[config.mk]
export PLATFORM = sky130hd
export DESIGN_NAME = rxq_top
export DESIGN_NICKNAME = d
export VERILOG_FILES = /design/src/rtl/rxq_pkg.sv /design/src/rtl/rxq_admit.sv /design/src/rtl/rxq_store.sv /design/src/rtl/rxq_ctrl.sv /design/src/rtl/rxq_top.sv
export SDC_FILE = /design/constraint.sdc
export NUM_CORES = 1
export LEC_CHECK = 0
export ABC_AREA = 1
export ABC_CLOCK_PERIOD_IN_PS = 4220
export CAP_MARGIN = 0
export CORE_ASPECT_RATIO = 1.1
export CORE_MARGIN = 1
export CORE_UTILIZATION = 60
export CTS_CLUSTER_SIZE = 14
export DETAILED_ROUTE_END_ITERATION = 12
export DONT_BUFFER_PORTS = 1
export HOLD_SLACK_MARGIN = 0.12
export PLACE_DENSITY = 0.76
export SETUP_SLACK_MARGIN = 0.5
export SLEW_MARGIN = 10
export SYNTH_ARGS = -nofsm -noshare
export SYNTH_HDL_FRONTEND = slang
export SYNTH_HIERARCHICAL = 1
export SYNTH_SLANG_ARGS = --single-unit
[constraint.sdc]
create_clock -name clk -period 4.22 [get_ports clk]
set_input_delay 0.633 -clock clk [delete_from_list [all_inputs] [get_ports clk]]
set_output_delay 0.633 -clock clk [all_outputs]
set_load 0.05 [all_outputs]
[src/rtl/rxq_pkg.sv]
package rxq_pkg;
  typedef enum logic [1:0] {
    PK_NONE    = 2'd0,
    PK_APPEND  = 2'd1,
    PK_REPLACE = 2'd2
  } push_kind_e;
endpackage

[src/rtl/rxq_admit.sv]
module rxq_admit
  import rxq_pkg::*;
#(
  parameter int DATA_W = 8
) (
  input  logic              clk,
  input  logic              rst,
  input  logic              flush,
  input  logic              brk_evt,
  input  logic              in_valid,
  input  logic [DATA_W-1:0] in_data,
  input  logic              rx_en,
  input  logic              full_flag,
  input  logic              pop,
  output push_kind_e        kind,
  output logic [DATA_W-1:0] wdata
);
  always_comb begin
    kind  = PK_NONE;
    wdata = '0;
    if (!flush) begin
      if (brk_evt) begin
        kind = (full_flag && !pop) ? PK_REPLACE : PK_APPEND;
      end else if (in_valid && rx_en && !full_flag) begin
        kind  = PK_APPEND;
        wdata = in_data;
      end
    end
  end

  AST_DISABLED_DROP: assert property (@(posedge clk) disable iff (rst)
    (in_valid && !rx_en && !brk_evt) |-> (kind == PK_NONE));
  AST_BREAK_ZERO: assert property (@(posedge clk) disable iff (rst)
    (brk_evt && !flush) |-> (kind != PK_NONE && wdata == '0));
endmodule

[src/rtl/rxq_store.sv]
module rxq_store #(
  parameter int DATA_W = 8,
  parameter int DEPTH  = 4,
  parameter int AW     = 2
) (
  input  logic              clk,
  input  logic              we,
  input  logic [AW-1:0]     waddr,
  input  logic [DATA_W-1:0] wdata,
  input  logic              re,
  input  logic [AW-1:0]     raddr,
  output logic [DATA_W-1:0] q
);
  logic [DATA_W-1:0] mem [DEPTH];

  always_ff @(posedge clk) begin
    if (we) mem[waddr] <= wdata;
    if (re) q <= mem[raddr];
  end
endmodule

[src/rtl/rxq_ctrl.sv]
module rxq_ctrl
  import rxq_pkg::*;
#(
  parameter int DEPTH = 4,
  parameter int AW    = 2,
  parameter int CW    = 3
) (
  input  logic          clk,
  input  logic          rst,
  input  logic          flush,
  input  logic          rd_req,
  input  logic          brk_evt,
  input  logic          dbrk_clr,
  input  push_kind_e    kind,
  output logic          pop,
  output logic          we,
  output logic [AW-1:0] waddr,
  output logic [AW-1:0] raddr,
  output logic          rdy_flag,
  output logic          full_flag,
  output logic          dbrk_flag,
  output logic          rd_hit
);
  localparam logic [AW-1:0] LAST = AW'(DEPTH - 1);
  localparam logic [CW-1:0] CMAX = CW'(DEPTH);

  logic [AW-1:0] wptr, rptr;
  logic [CW-1:0] cnt, cnt_n;

  function automatic logic [AW-1:0] bump(input logic [AW-1:0] p);
    return (p == LAST) ? '0 : p + 1'b1;
  endfunction

  function automatic logic [AW-1:0] back(input logic [AW-1:0] p);
    return (p == '0) ? LAST : p - 1'b1;
  endfunction

  assign pop   = rd_req && !flush && rdy_flag;
  assign we    = (kind != PK_NONE);
  assign waddr = (kind == PK_REPLACE) ? back(wptr) : wptr;
  assign raddr = rptr;

  always_comb begin
    cnt_n = cnt;
    if (pop) cnt_n = cnt_n - 1'b1;
    if (kind == PK_APPEND) cnt_n = cnt_n + 1'b1;
  end

  always_ff @(posedge clk) begin
    if (rst || flush) begin
      wptr      <= '0;
      rptr      <= '0;
      cnt       <= '0;
      rdy_flag  <= 1'b0;
      full_flag <= 1'b0;
    end else begin
      if (pop) rptr <= bump(rptr);
      if (kind == PK_APPEND) wptr <= bump(wptr);
      cnt       <= cnt_n;
      rdy_flag  <= (cnt_n != '0);
      full_flag <= (cnt_n == CMAX);
    end
  end

  always_ff @(posedge clk) begin
    if (rst) begin
      dbrk_flag <= 1'b0;
      rd_hit    <= 1'b0;
    end else begin
      if (brk_evt) dbrk_flag <= 1'b1;
      else if (dbrk_clr) dbrk_flag <= 1'b0;
      if (rd_req || flush) rd_hit <= pop;
    end
  end

  AST_CNT_BOUND: assert property (@(posedge clk) disable iff (rst)
    cnt <= CMAX);
  AST_FULL_HAS_DATA: assert property (@(posedge clk) disable iff (rst)
    full_flag |-> rdy_flag);
  AST_POP_CLEARS_FULL: assert property (@(posedge clk) disable iff (rst)
    (rd_req && full_flag && !brk_evt && !flush) |=> !full_flag);
  AST_POP_RETURNS: assert property (@(posedge clk) disable iff (rst)
    pop |=> rd_hit);
  AST_EMPTY_READ: assert property (@(posedge clk) disable iff (rst)
    (rd_req && !rdy_flag && kind == PK_NONE) |=> (!rdy_flag && !rd_hit));
  AST_BRK_FLAG: assert property (@(posedge clk) disable iff (rst)
    brk_evt |=> dbrk_flag);
  AST_REPLACE_KEEPS_FULL: assert property (@(posedge clk) disable iff (rst)
    (full_flag && brk_evt && !rd_req && !flush) |=> full_flag);
  AST_FLUSH_EMPTIES: assert property (@(posedge clk) disable iff (rst)
    flush |=> (!rdy_flag && !full_flag));
endmodule

[src/rtl/rxq_top.sv]
module rxq_top
  import rxq_pkg::*;
#(
  parameter int DATA_W = 8,
  parameter int DEPTH  = 4
) (
  input  logic              clk,
  input  logic              rst,
  input  logic              rx_en,
  input  logic              in_valid,
  input  logic [DATA_W-1:0] in_data,
  input  logic              brk_evt,
  input  logic              dbrk_clr,
  input  logic              rd_req,
  input  logic              flush,
  output logic [DATA_W-1:0] rd_data,
  output logic              rx_ready,
  output logic              rdy_flag,
  output logic              full_flag,
  output logic              dbrk_flag
);
  localparam int AW = (DEPTH > 1) ? $clog2(DEPTH) : 1;
  localparam int CW = $clog2(DEPTH + 1);

  push_kind_e        kind;
  logic [DATA_W-1:0] wdata, q;
  logic              pop, we, rd_hit;
  logic [AW-1:0]     waddr, raddr;

  rxq_admit #(.DATA_W(DATA_W)) u_admit (
    .clk(clk), .rst(rst), .flush(flush), .brk_evt(brk_evt),
    .in_valid(in_valid), .in_data(in_data), .rx_en(rx_en),
    .full_flag(full_flag), .pop(pop), .kind(kind), .wdata(wdata)
  );

  rxq_ctrl #(.DEPTH(DEPTH), .AW(AW), .CW(CW)) u_ctrl (
    .clk(clk), .rst(rst), .flush(flush), .rd_req(rd_req),
    .brk_evt(brk_evt), .dbrk_clr(dbrk_clr), .kind(kind), .pop(pop),
    .we(we), .waddr(waddr), .raddr(raddr), .rdy_flag(rdy_flag),
    .full_flag(full_flag), .dbrk_flag(dbrk_flag), .rd_hit(rd_hit)
  );

  rxq_store #(.DATA_W(DATA_W), .DEPTH(DEPTH), .AW(AW)) u_store (
    .clk(clk), .we(we), .waddr(waddr), .wdata(wdata),
    .re(pop), .raddr(raddr), .q(q)
  );

  assign rd_data  = rd_hit ? q : '0;
  assign rx_ready = rx_en && !full_flag;

  AST_STORE_SETS_RDY: assert property (@(posedge clk) disable iff (rst)
    (in_valid && rx_ready && !flush) |=> rdy_flag);
  AST_REFUSE_WHEN_FULL: assert property (@(posedge clk) disable iff (rst)
    (full_flag && !rd_req && !flush) |=> full_flag);
endmodule

Word level (Yosys, flattened, before mapping)
Memories as Yosys holds them, arrays and structs flattened. A register that Yosys moved wholly into a read port is not among the register bits.
Cells that the tools add are included.
{"block": "classes", "addsub": 5, "multipliers": 0, "div": 0, "order_cmp": 0, "eq_ne": 5, "n_shift": 0, "muxes": 18, "bitwise_logic": 0, "reduce_logical": 15}
{"cell": "two-way mux 8 bit", "n": 4}
{"cell": "two-way mux 2 bit", "n": 7}
{"cell": "== test 2 bit, second input constant", "n": 3}
{"cell": "logical AND 1 bit", "n": 6}
{"cell": "two-way mux 3 bit", "n": 2}
{"cell": "two-way mux 1 bit", "n": 5}
{"cell": "adder 2 x 1 -> 2 bit, second input constant", "n": 2}
{"cell": "nonzero test 2 bit", "n": 2}
{"cell": "adder 3 x 1 -> 3 bit, second input constant", "n": 1}
{"cell": "== test 3 bit, second input constant", "n": 1}
{"cell": "logical NOT 1 bit", "n": 3}
{"cell": "nonzero test 3 bit", "n": 1}
{"cell": "subtractor 3 x 1 -> 3 bit, second input constant", "n": 1}
{"cell": "== test 2 x 1 -> 1 bit, second input constant", "n": 1}
{"cell": "logical NOT 2 bit", "n": 1}
{"cell": "logical OR 1 bit", "n": 2}
{"cell": "subtractor 2 x 1 -> 2 bit, second input constant", "n": 1}
{"block": "totals", "ff_bits": 11, "latchBits": 0, "ram_bits": 32, "mem_bits_ro": 0, "in_bits": 16, "mem_count": 1}
{"name": "u_store.mem", "depth": 4, "word_bits": 8, "read_ports": 1, "rd_ports_with_merged_regs": 1, "write_ports": 1, "line_no": "rxq_store.sv:14", "rtl": "logic [DATA_W-1:0] mem [DEPTH];"}

Longest topological paths before layout
Gate-level depths: netlist of the first run.
{"block": "logic_depth", "ltp_word": 11, "mapped_depth": 13, "depth_no_buf": 13}

Hierarchy
Netlist of the first run, hierarchy kept.
{"mod": "rxq_store", "instances": 1, "cells_each": 141, "area_per_inst_um2": 1627.8}
{"mod": "rxq_ctrl", "instances": 1, "cells_each": 85, "area_per_inst_um2": 604.3}
{"mod": "rxq_admit", "instances": 1, "cells_each": 27, "area_per_inst_um2": 135.1}
{"mod": "rxq_top", "instances": 1, "cells_each": 19, "area_per_inst_um2": 72.6}

Worst setup path before layout of the first run
OpenSTA, ideal clock, no wires.
{"block": "synth_path", "path_type": "register to register", "from": "register u_ctrl.rdy_flag", "to": "memory u_store.mem[1][0] (enable)", "setup_time_ps": 383, "arrival_time_ps": 2567, "slack_ps": 1270, "path_stages_with_launch": 11, "path_buffers": 0, "cell_sequence": "dfxtp_1 > nand2_2 > nor2_4 > inv_1 > nand3_1 > nand2_1 > nor2_1 > nor2_1 > o21ai_0 > inv_1 > nor3_1"}
{"block": "synth_via", "word_cells_on_any_way": 11, "classes_between": "1 x eq/ne; 6 x mux; 4 x reduce/logical"}
{"element": "start: declaration", "line_no": "rxq_ctrl.sv:19", "rtl": "output logic rdy_flag,"}
{"element": "start signal: assignment", "line_no": "rxq_ctrl.sv:60", "rtl": "rdy_flag <= (cnt_n != '0);"}
{"element": "logical AND 1 bit", "line_no": "rxq_ctrl.sv:38", "rtl": "assign pop = rd_req && !flush && rdy_flag;"}
{"element": "net pop", "line_no": "rxq_top.sv:27", "rtl": "logic pop, we, rd_hit;"}
{"element": "logical NOT 1 bit", "line_no": "rxq_admit.sv:23", "rtl": "kind = (full_flag && !pop) ? PK_REPLACE : PK_APPEND;"}
{"element": "logical AND 1 bit", "line_no": "rxq_admit.sv:23"}
{"element": "two-way mux 2 bit", "line_no": "rxq_admit.sv:23"}
{"element": "two-way mux 2 bit", "line_no": "rxq_admit.sv:22", "rtl": "if (brk_evt) begin"}
{"element": "two-way mux 2 bit", "line_no": "rxq_admit.sv:21", "rtl": "if (!flush) begin"}
{"element": "net kind[0]", "line_no": "rxq_top.sv:25", "rtl": "push_kind_e kind;"}
{"element": "== test 2 bit", "line_no": "rxq_ctrl.sv:40", "rtl": "assign waddr = (kind == PK_REPLACE) ? back(wptr) : wptr;"}
{"element": "two-way mux 2 bit", "line_no": "rxq_ctrl.sv:40"}
{"element": "net waddr[0]", "line_no": "rxq_top.sv:28", "rtl": "logic [AW-1:0] waddr, raddr;"}
{"element": "end: declaration", "line_no": "rxq_store.sv:14"}
The timed path passes the listed nets, and every way through them passes these cells.

Worst setup path in the final report of the first run
Same ends and word-level chain as after synthesis.

==> flow_summary_export.csv, run 1 <==
group,metric,value,unit
floorplan,die_y,68.9,um
floorplan,start_util,0.647,
timing,tightest_slew,0.875,ns
place,port_buffers,0,
pwr,power_leakage,1.22,nW
pwr,powerDensity,356,nW/um2
yosys,synthAdderAreaFrac,0.0256,
worst_hold_path,min_path_type,"in -> reg",
timing,hold_violations,0,
grt,grt_pass1_vias,1590,
clock_network,clockBufferDepth,2,
yosys,ys_ff_latch,51,
timing,slew_violations,0,
worst_hold_path,min_to,"u_ctrl/dbrk_flag$_SDFFE_PP0P_",
place,gp_congestion,0.856,
floorplan,die-width,62.8,um
yosys,synth_top_area_share,0.492,
finish,antennaDiodeCount,0,
timing,setup_slack,1.34,ns
timing,finalSetupViolCount,0,
yosys,synth_top_family_by_area,"simple AND/OR/NAND/NOR gates",
grt,grt_max_degree,21,
floorplan,core,3770,um2
yosys,synth_cells,272,
clock_network,numCtsBuffers,5,
worst_hold_path,holdPathStages,1,
finish,utilization,0.685,
run_status,outcome,"complete, no violations",
worst_setup_path,rr_startpoint,"u_ctrl/rdy_flag$_SDFF_PP0_",
grt,grt_overflow,0,
timing,fin_worst_skew,0.00799,ns
clock_network,cts_root_buf,"clkbuf_8",
grt,grt.total_usage,0.233,
timing,max_slew_margin,0.415,
finish,final_common_cell,"nand2_1",
yosys,syn_area,2440,um2
yosys,synthMuxAreaShare,0,
clock_network,worstSkewPairLatency,0.30,ns
place,dp_slack,1.38,ns
clock_network,h-tree-depth,2,
timing,whs,0.400,ns
yosys,synth_warnings,6,
clock_network,cts_hold_buf,0,
finish,area_growth,5.80,%
floorplan,rows,23,
worst_setup_path,r2r_end,"u_store/mem[1][0]$_DFFE_PP_",
drt,vias,1681,
timing,fin_crit_sh,0.683,
worst_setup_path,start_kind,"flip-flop",
worst_setup_path,crit_required,4.23,ns
pwr,vdd_ir_drop_max,249,uV
yosys,netlist.top_cell.by_area,"edfxtp_1",
drt,via_per_inst,5.13,
timing,fin_setup_tns,0,ns
timing,max_freq,347,MHz
worst_setup_path,r2r_cells,11,
yosys,synth_area_leaders,"edfxtp_1 (49%), nand2_1 (11%), inv_1 (9.5%)",
clock_network,cts.sink_count,51,
clock_network,path_clk_slew,0.09,ns
clock_network,cts_tree,"done",
drt,drtIter0Drc,95,
place,dpl_cell_area,2480,um2
worst_setup_path,worst-setup-path-type,"reg -> reg",
timing,fin_crit,2.88,ns
worst_setup_path,crit_fanout,14,
yosys,synth_nets,293,
grt,grt_antenna_before_repair,0,
finish,finalNetCount,298,
clock_network,cts-resized-gates,0,
drt,drc,0,
grt,grt_pass1_wl,7120,um
run,maxCapViolations,0,
finish,design_area,2580,um2
yosys,synth.distinct_cells,21,
clock_network,postCtsSetupRepairBufs,0,
drt,drt_pre_antenna_iters,4,
yosys,synth-seq-area-share,0.583,
finish,post_route_cells_drive_above_1_share,0.0971,
place,place.detailed.hpwl,3400,um
drt,routed_wl,4540,um
drt,wl_per_cell,13.8,um
worst_hold_path,worstHoldStart,"rst",
floorplan,die-area,4330,um2
yosys,syn_area_per_cell,8.97,um2
worst_setup_path,ff2ff_setup_slack,1.34,ns
floorplan,io_pins,28,
worst_setup_path,end_kind,"flip-flop",
worst_setup_path,worstPathArrival,2.89,ns
yosys,synth_xor_area_frac,0,
drt,ant_nets,0,
yosys,yosys.area_share.simple,0.243,
finish,final_cell_mix,"nand2_1 (73), inv_1 (62), edfxtp_1 (40), nand3_1 (27)",
timing,rsz0062_at_grt,"no",
yosys,synth_compound_gate_area_share,0.0267,
==> layer usage <==
metal	share of wire	wire length [um]	track usage
met4	0.034	153	0.125
met3	0.057	258	0.0444
met5	0	0	0
met1	0.41	1860	0.249
met2	0.50	2270	0.444
==> how the worst max path moves through the flow <==
stage                                    start                     endpoint  slack [ns]  cells past startpoint
finish              u_ctrl/rdy_flag$_SDFF_PP0_  u_store/mem[1][0]$_DFFE_PP_        1.34                     11
floorplan           u_ctrl/rdy_flag$_SDFF_PP0_  u_store/mem[1][0]$_DFFE_PP_        1.27                     10
CTS                 u_ctrl/rdy_flag$_SDFF_PP0_  u_store/mem[3][4]$_DFFE_PP_        1.34                     11
global route        u_ctrl/rdy_flag$_SDFF_PP0_  u_store/mem[3][4]$_DFFE_PP_        1.02                     11
global placement    u_ctrl/rdy_flag$_SDFF_PP0_  u_store/mem[1][6]$_DFFE_PP_        1.48                     11
detailed placement  u_ctrl/rdy_flag$_SDFF_PP0_  u_store/mem[3][7]$_DFFE_PP_        1.38                     11
==> cells in the mapped netlist (all sizes together) <==
cell type,count
dfxtp,11
buf,6
ha,5
inv,65
o211a,1
or2,2
nor3,4
nand3,27
edfxtp,40
nand2,74
o21ai,6
a21oi,5
nand4,3
nor2,23
==> cells by family after synthesis <==
family,Yosys count
buf+inv,71
fa+ha+maj,5
flops,51
simple gates,133
compound gates,12
==> through the flow <==
stage | power [mW] | cells
after floorplan | 0.618 | 272
after global placement | 0.630 | 320
after detailed placement | 0.632 | 320
after CTS | 0.926 | 328
after global routing | 0.952 | 328
final | 0.918 | 328
==> critical path, cell delays in order, from the launching register on <==
cell and delay [ns]:
dfxtp_1 0.71, nand2_2 0.16, nor2_4 0.31, inv_1 0.07, nand3_1 0.10, nand2_1 0.07
nor2_1 0.25, nor2_1 0.13, o21ai_0 0.30, inv_1 0.11, nor3_1 0.18, buf_4 0.20
==> sequential cells by signal, summed over array words and instances (netlist names) <==
| signal | cells |
|---|---|
| u_ctrl/rdy_flag | 1 |
| u_ctrl/full_flag | 1 |
| u_ctrl/wptr | 2 |
| u_ctrl/dbrk_flag | 1 |
| u_ctrl/cnt | 3 |
| u_store/mem | 32 |
| u_ctrl/rd_hit | 1 |
| u_ctrl/raddr | 2 |
| u_store/q | 8 |
==> report_power, final <==
| group | internal, mW | switching (mW) | total (mW) |
|---|---|---|---|
| Combinational | 0.0171 | 0.0428 | 0.0599 |
| Sequential | 0.549 | 0.0120 | 0.561 |
| Clock | 0.150 | 0.148 | 0.298 |
| Total | 0.715 | 0.203 | 0.918 |
==> final cells by class <==
class / count / area [um2]
clock buffer: 8 / 100
fill: 301 / 1190
inverter: 65 / 246
multi-input combinational: 150 / 721
sequential: 51 / 1420
tap: 50 / 62.6
timing repair buffer: 4 / 30.0
Power figures use the tool's default switching activity.
==> run 2, diff against run 1 <==
--- a/config.mk
+++ b/config.mk
@@ -6,16 +6,16 @@
 export NUM_CORES = 1
 export LEC_CHECK = 0
 export ABC_AREA = 1
-export ABC_CLOCK_PERIOD_IN_PS = 4220
+export ABC_CLOCK_PERIOD_IN_PS = 2390
 export CAP_MARGIN = 0
 export CORE_ASPECT_RATIO = 1.1
 export CORE_MARGIN = 1
-export CORE_UTILIZATION = 60
+export CORE_UTILIZATION = 56
 export CTS_CLUSTER_SIZE = 14
 export DETAILED_ROUTE_END_ITERATION = 12
 export DONT_BUFFER_PORTS = 1
 export HOLD_SLACK_MARGIN = 0.12
-export PLACE_DENSITY = 0.76
+export PLACE_DENSITY = 0.74
 export SETUP_SLACK_MARGIN = 0.5
 export SLEW_MARGIN = 10
 export SYNTH_ARGS = -nofsm -noshare
==> constraint.sdc (replaced) <==
create_clock -name clk -period 2.39 [get_ports clk]
set_input_delay 0.3585 -clock clk [delete_from_list [all_inputs] [get_ports clk]]
set_output_delay 0.3585 -clock clk [all_outputs]
set_load 0.05 [all_outputs]
==> run 2 against run 1 <==
Net effect: non-clock buffer count up 18; worst setup slack got worse by 0.93 ns; clock skew down 0.0042 ns; critical path depth up 1; core utilization increased by 3.3 points; register-to-register slack got worse by 0.93 ns.
==> flow_summary_export.csv, run 2 (same netlist as run 1, synthesis figures left out) <==
group,metric,value,unit
worst_setup_path,worstPathArrival,2.01,ns
timing,hold_violations,0,
worst_setup_path,crit_fanout,8,
finish,largest_register_ff_count,32,
timing,tightest_slew,0.717,ns
grt,grt_pass1_wl,8200,um
clock_network,path_clk_slew,0.09,ns
floorplan,io_pins,28,
worst_setup_path,r2r_end,"u_store/mem[1][3]$_DFFE_PP_",
grt,grt.total_usage,0.240,
clock_network,worstSkewPairLatency,0.31,ns
grt,grt_max_degree,21,
worst_setup_path,start_kind,"flip-flop",
floorplan,die_y,71.2,um
clock_network,cts_tree,"done",
worst_setup_path,r2r_cells,12,
timing,rsz0062_at_grt,"yes",
timing,max_freq,504,MHz
finish,reg_top3,"u_store/mem: 32 flops, u_store/q: 8 flops, u_ctrl/cnt: 3 flops",
floorplan,die-width,64.9,um
worst_hold_path,worstHoldStart,"brk_evt",
drt,via_per_inst,5.09,
floorplan,core,4050,um2
timing,max_slew_margin,0.522,
timing,finalSetupViolCount,0,
worst_setup_path,worst-setup-path-type,"reg -> reg",
timing,fin_worst_skew,0.00379,ns
finish,utilization,0.717,
worst_hold_path,holdPathStages,2,
timing,fin_crit_sh,0.830,
drt,ant_nets,0,
worst_setup_path,ff2ff_setup_slack,0.41,ns
run_status,outcome,"complete, no violations",
finish,top_register,"u_store/mem",
clock_network,cts_root_buf,"clkbuf_8",
place,port_buffers,0,
drt,drt_pre_antenna_iters,4,
worst_setup_path,slowest_stage,"dfxtp_4",
grt,grt_pass1_vias,1734,
worst_setup_path,end_kind,"flip-flop",
place,gp_congestion,0.768,
timing,fin_setup_tns,0,ns
floorplan,rows,24,
finish,final_cell_mix,"nand2_1 (72), inv_1 (57), edfxtp_1 (40), nand3_1 (26), buf_4 (12)",
worst_setup_path,rr_startpoint,"u_ctrl/rdy_flag$_SDFF_PP0_",
finish,antennaDiodeCount,0,
floorplan,start_util,0.602,
grt,grt_overflow,0,
floorplan,die-area,4630,um2
clock_network,cts.sink_count,51,
worst_hold_path,min_path_type,"in -> reg",
drt,wl_per_cell,14.4,um
worst_setup_path,worst_path_largest_cell_delay,0.37,ns
finish,finalNetCount,316,
pwr,power_leakage,1.36,nW
finish,area_growth,19.2,%
clock_network,clockBufferDepth,2,
worst_setup_path,crit_required,2.42,ns
drt,routed_wl,5000,um
grt,grt_antenna_before_repair,0,
pwr,power.total,1.66,mW
drt,drc,0,
clock_network,h-tree-depth,2,
place,place.detailed.hpwl,3210,um
worst_setup_path,cp_common_cell,"nor2_4",
finish,final_common_cell,"nand2_1",
finish,post_route_cells_drive_above_1_share,0.220,
worst_hold_path,min_to,"u_ctrl/dbrk_flag$_SDFFE_PP0P_",
worst_setup_path,path_cells,"nand2_4 > nor2_4 > inv_2 > nand3_4 > nand2_4 > nor2_4 > nor2_4 > buf_6 > o21ai_4 > inv_2 > nor3_4 > buf_12",
timing,slew_violations,0,
timing,fin_crit,1.98,ns
drt,drtIter0Drc,92,
run,maxCapViolations,0,
pwr,powerDensity,570,nW/um2
pwr,vdd_ir_drop_max,522,uV
drt,vias,1771,
clock_network,numCtsBuffers,5,
[run 2: cell count changes in the layout (fill, tap and decap cells not counted), moves of 3 or more]
cell,delta
buf_4,+8
nor2_4,+4
inv_1,-5
nor3_4,+4
inv_2,+5
buf_12,+3
nor3_1,-4
buf_6,+6
inv_6,+3
nor2_1,-4
[run 2: power by group]
group / switching (mW) / internal [mW]
Clock: 0.300 / 0.218
Sequential: 0.0150 / 0.969
Combinational: 0.100 / 0.0539
Total: 0.416 / 1.24
[run 2: area by class of cell]
cell class,instances,area (um2)
timing repair buffer,22,228
clock inverter,3,26.3
tap,52,65.1
inverter,65,246
clock buffer,5,68.8
fill,305,1150
sequential,51,1430
multi-input combinational,150,847
[run 2: critical path: cells and delay by family (launching register included)]
family	cells	cell delay, ns
AND/OR/NAND/NOR	7	0.71
buffers and inverters	4	0.43
flip-flops	1	0.37
AO/OA/AOI/OAI	1	0.20
[run 2: timing repair]
| item | 4_1_cts | 5_1_grt |
|---|---|---|
| setup endpoints to repair | 32 | 35 |
| pin swaps | 8 | 9 |
| gates resized for setup | 9 | 5 |
| hold buffers | 1 | 0 |
| buffers inserted | 13 | 3 |
| endpoints found under the hold margin | 1 | 0 |
[run 2: routing by layer]
metal / track usage / vias to the layer above / wire (um)
li1: - / 891 / -
met1: 0.321 / 802 / 2230
met2: 0.377 / 66 / 2360
met3: 0.0573 / 12 / 304
met4: 0.0988 / 0 / 112
met5: 0 / - / 0
[run 2: metrics by stage]
step / cells / area (um2) / setup slack, ns / hold WS, ns
after global routing: 348 / 2910 / 0.338 / 0.194
final: 348 / 2910 / 0.406 / 0.185
after CTS: 345 / 2870 / 0.482 / 0.171
after floorplan: 272 / 2540 / 0.216 / 0.431
after detailed placement: 323 / 2590 / 0.165 / 0.437
after global placement: 323 / 2590 / 0.214 / 0.432
[run 2: how the worst max path moves through the flow]
stage	start	slack, ns	to	cells after the start
5_1_grt	u_ctrl/rdy_flag$_SDFF_PP0_	0.34	u_store/mem[1][1]$_DFFE_PP_	12
4_1_cts	u_ctrl/rdy_flag$_SDFF_PP0_	0.48	u_store/mem[2][5]$_DFFE_PP_	12
2_1_floorplan	u_ctrl/rdy_flag$_SDFF_PP0_	0.22	u_store/mem[1][0]$_DFFE_PP_	10
3_5_place_dp	rd_req	0.17	u_store/mem[3][6]$_DFFE_PP_	11
6_report	u_ctrl/rdy_flag$_SDFF_PP0_	0.41	u_store/mem[1][3]$_DFFE_PP_	12
3_3_place_gp	rd_req	0.21	u_store/mem[3][2]$_DFFE_PP_	11
==> run 3, diff against run 2 <==
--- a/config.mk
+++ b/config.mk
@@ -6,16 +6,16 @@
 export NUM_CORES = 1
 export LEC_CHECK = 0
 export ABC_AREA = 1
-export ABC_CLOCK_PERIOD_IN_PS = 2390
+export ABC_CLOCK_PERIOD_IN_PS = 2100
 export CAP_MARGIN = 0
 export CORE_ASPECT_RATIO = 1.1
 export CORE_MARGIN = 1
-export CORE_UTILIZATION = 56
+export CORE_UTILIZATION = 60
 export CTS_CLUSTER_SIZE = 14
 export DETAILED_ROUTE_END_ITERATION = 12
 export DONT_BUFFER_PORTS = 1
 export HOLD_SLACK_MARGIN = 0.12
-export PLACE_DENSITY = 0.74
+export PLACE_DENSITY = 0.76
 export SETUP_SLACK_MARGIN = 0.5
 export SLEW_MARGIN = 10
 export SYNTH_ARGS = -nofsm -noshare
==> constraint.sdc (replaced) <==
create_clock -name clk -period 2.1 [get_ports clk]
set_input_delay 0.315 -clock clk [delete_from_list [all_inputs] [get_ports clk]]
set_output_delay 0.315 -clock clk [all_outputs]
set_load 0.05 [all_outputs]
==> run 3 against run 2 <==
Net effect: cell area grew 0.34%; worst setup slack lost 0.20 ns; worst hold slack lost 0.040 ns; first-iteration DRC count grew 5.4%; via count shrank 0.28%; critical endpoint is now u_store/mem[1][4]$_DFFE_PP_; sequential power grew 14%; combinational power grew 9.7%; core utilization grew 5.7 points; critical path depth is the same; fmax grew 4.5%; largest power group unchanged; clock power grew 30%; wire length shrank 6.6%.
==> flow_summary_export.csv, run 3 (same netlist as run 1, synthesis figures left out) <==
group,metric,value,unit
worst_setup_path,slowest_stage,"dfxtp_4",
worst_setup_path,worst-setup-path-type,"reg -> reg",
grt,grt.total_usage,0.234,
timing,fin_worst_skew,0.0103,ns
timing,finalSetupViolCount,0,
worst_setup_path,crit_required,2.13,ns
clock_network,clockBufferDepth,2,
drt,wl_per_cell,13.6,um
worst_setup_path,worst_path_largest_cell_delay,0.36,ns
worst_setup_path,cp_common_cell,"nor2_4",
worst_setup_path,path_cells,"nand2_4 > nor2_4 > inv_2 > nand3_4 > nor2_4 > inv_2 > nor2_4 > buf_6 > a21oi_4 > buf_4 > nor3_4 > buf_12",
grt,grt_overflow,0,
finish,largest_register_ff_count,32,
worst_setup_path,path_delay_family,"simple AND/OR/NAND/NOR gates",
worst_setup_path,start_kind,"flip-flop",
floorplan,io_pins,28,
drt,via_per_inst,5.13,
pwr,powerDensity,673,nW/um2
worst_setup_path,worst-path-buf-inv,5,
worst_hold_path,worstHoldStart,"brk_evt",
run_status,outcome,"complete, no violations",
floorplan,die-width,62.8,um
run,maxCapViolations,0,
worst_setup_path,worstPathArrival,1.93,ns
worst_setup_path,startpoint,"u_ctrl/rdy_flag$_SDFF_PP0_",
worst_hold_path,min_path_type,"in -> reg",
worst_setup_path,crit_fanout,8,
floorplan,core,3770,um2
grt,grt_pass1_wl,7180,um
clock_network,h-tree-depth,2,
finish,utilization,0.774,
place,place.detailed.hpwl,3290,um
finish,top_register,"u_store/mem",
drt,drc,0,
drt,ant_nets,0,
timing,whs,0.145,ns
grt,grt_antenna_before_repair,0,
timing,fin_crit,1.90,ns
clock_network,path_clk_slew,0.09,ns
floorplan,rows,23,
timing,fin_crit_sh,0.904,
timing,max_freq,527,MHz
timing,fin_setup_tns,0,ns
clock_network,worstSkewPairLatency,0.31,ns
finish,area_growth,19.6,%
clock_network,cts_root_buf,"clkbuf_8",
timing,slew_violations,0,
grt,grt_pass1_vias,1561,
finish,antennaDiodeCount,0,
timing,hold_violations,0,
pwr,vdd_ir_drop_max,573,uV
timing,max_slew_margin,0.599,
floorplan,die_y,68.9,um
place,port_buffers,0,
floorplan,die-area,4330,um2
clock_network,cts.sink_count,51,
timing,rsz0062_at_grt,"yes",
finish,finalNetCount,314,
timing,tightest_slew,0.599,ns
finish,final_cell_mix,"nand2_1 (72), inv_1 (49), edfxtp_1 (40), nand3_1 (24), buf_4 (13)",
grt,grt_max_degree,17,
drt,drt_pre_antenna_iters,4,
place,gp_congestion,0.830,
pwr,power_leakage,1.27,nW
timing,setup_slack,0.202,ns
place,dp_slack,-0.0426,ns
place,dpl_cell_area,2650,um2
worst_setup_path,end_kind,"flip-flop",
clock_network,numCtsBuffers,5,
finish,post_route_cells_drive_above_1_share,0.248,
drt,routed_wl,4670,um
drt,vias,1766,
worst_setup_path,rr_startpoint,"u_ctrl/rdy_flag$_SDFF_PP0_",
finish,final_common_cell,"nand2_1",
finish,design_area,2920,um2
clock_network,cts_tree,"done",
finish,reg_top3,"u_store/mem: 32 flops, u_store/q: 8 flops, u_ctrl/cnt: 3 flops",
drt,drtIter0Drc,97,
floorplan,start_util,0.647,
## run 3: cell types whose count changed in the layout (fill, tap and decap cells not counted), sizes merged
cell,previous run,this run
buf,21,19
bufinv,0,1
clkbuf,5,6
clkinvlp,0,8
inv,68,58
## run 3: power breakdown
part	internal (mW)	total (mW)	switching, mW	leakage, nW
logic	0.0566	0.169	0.112	0.765
clock network	0.360	0.675	0.315	0.0558
registers	1.10	1.12	0.0161	0.452
## run 3: layout make-up
class,count,area (um2)
timing repair buffer,20,193
clock inverter,2,38.8
sequential,51,1430
fill,250,852
inverter,65,277
clock buffer,6,72.6
tap,50,62.6
multi-input combinational,150,847
## run 3: per-layer routing
| metal | up-vias | part of all wire | routed length (um) | track usage |
|---|---|---|---|---|
| met5 | - | 0 | 0 | 0 |
| met3 | 10 | 0.043 | 203 | 0.0493 |
| met1 | 817 | 0.44 | 2040 | 0.281 |
| met4 | 0 | 0.021 | 97 | 0.116 |
| li1 | 890 | - | - | - |
| met2 | 49 | 0.50 | 2330 | 0.409 |
## run 3: what timing repair did
action                                  in CTS  in global routing
hold buffers                                 1                  0
endpoints found under the hold margin        1                  0
endpoints found under the setup margin      43                 41
resized for setup                           16                  3
cloned                                       0                  0
pin swaps                                   10                  7
buffers inserted                             6                  3
## run 3: final timing paths
check | endpoint | slack, ns | cells after the start
worst min-delay path | u_ctrl/dbrk_flag$_SDFFE_PP0P_ | 0.14 | 2
worst max-delay path | u_store/mem[1][4]$_DFFE_PP_ | 0.20 | 12
worst max register to register | u_store/mem[1][4]$_DFFE_PP_ | 0.20 | 12
worst min register to register | u_ctrl/wptr[1]$_SDFFE_PP0N_ | 0.51 | 2
## run 3: stage by stage
stage | total power [mW] | instances
finish | 1.96 | 344
global route | 2.03 | 344
CTS | 1.97 | 341
detailed placement | 1.30 | 326
global placement | 1.29 | 326
floorplan | 1.26 | 272
## run 3: worst reg2reg max path: cells and delay by family, from the launching register on
kind | cells | cell delay (ns)
buf+inv | 5 | 0.55
compound gates | 1 | 0.06
flops | 1 | 0.36
simple gates | 6 | 0.65
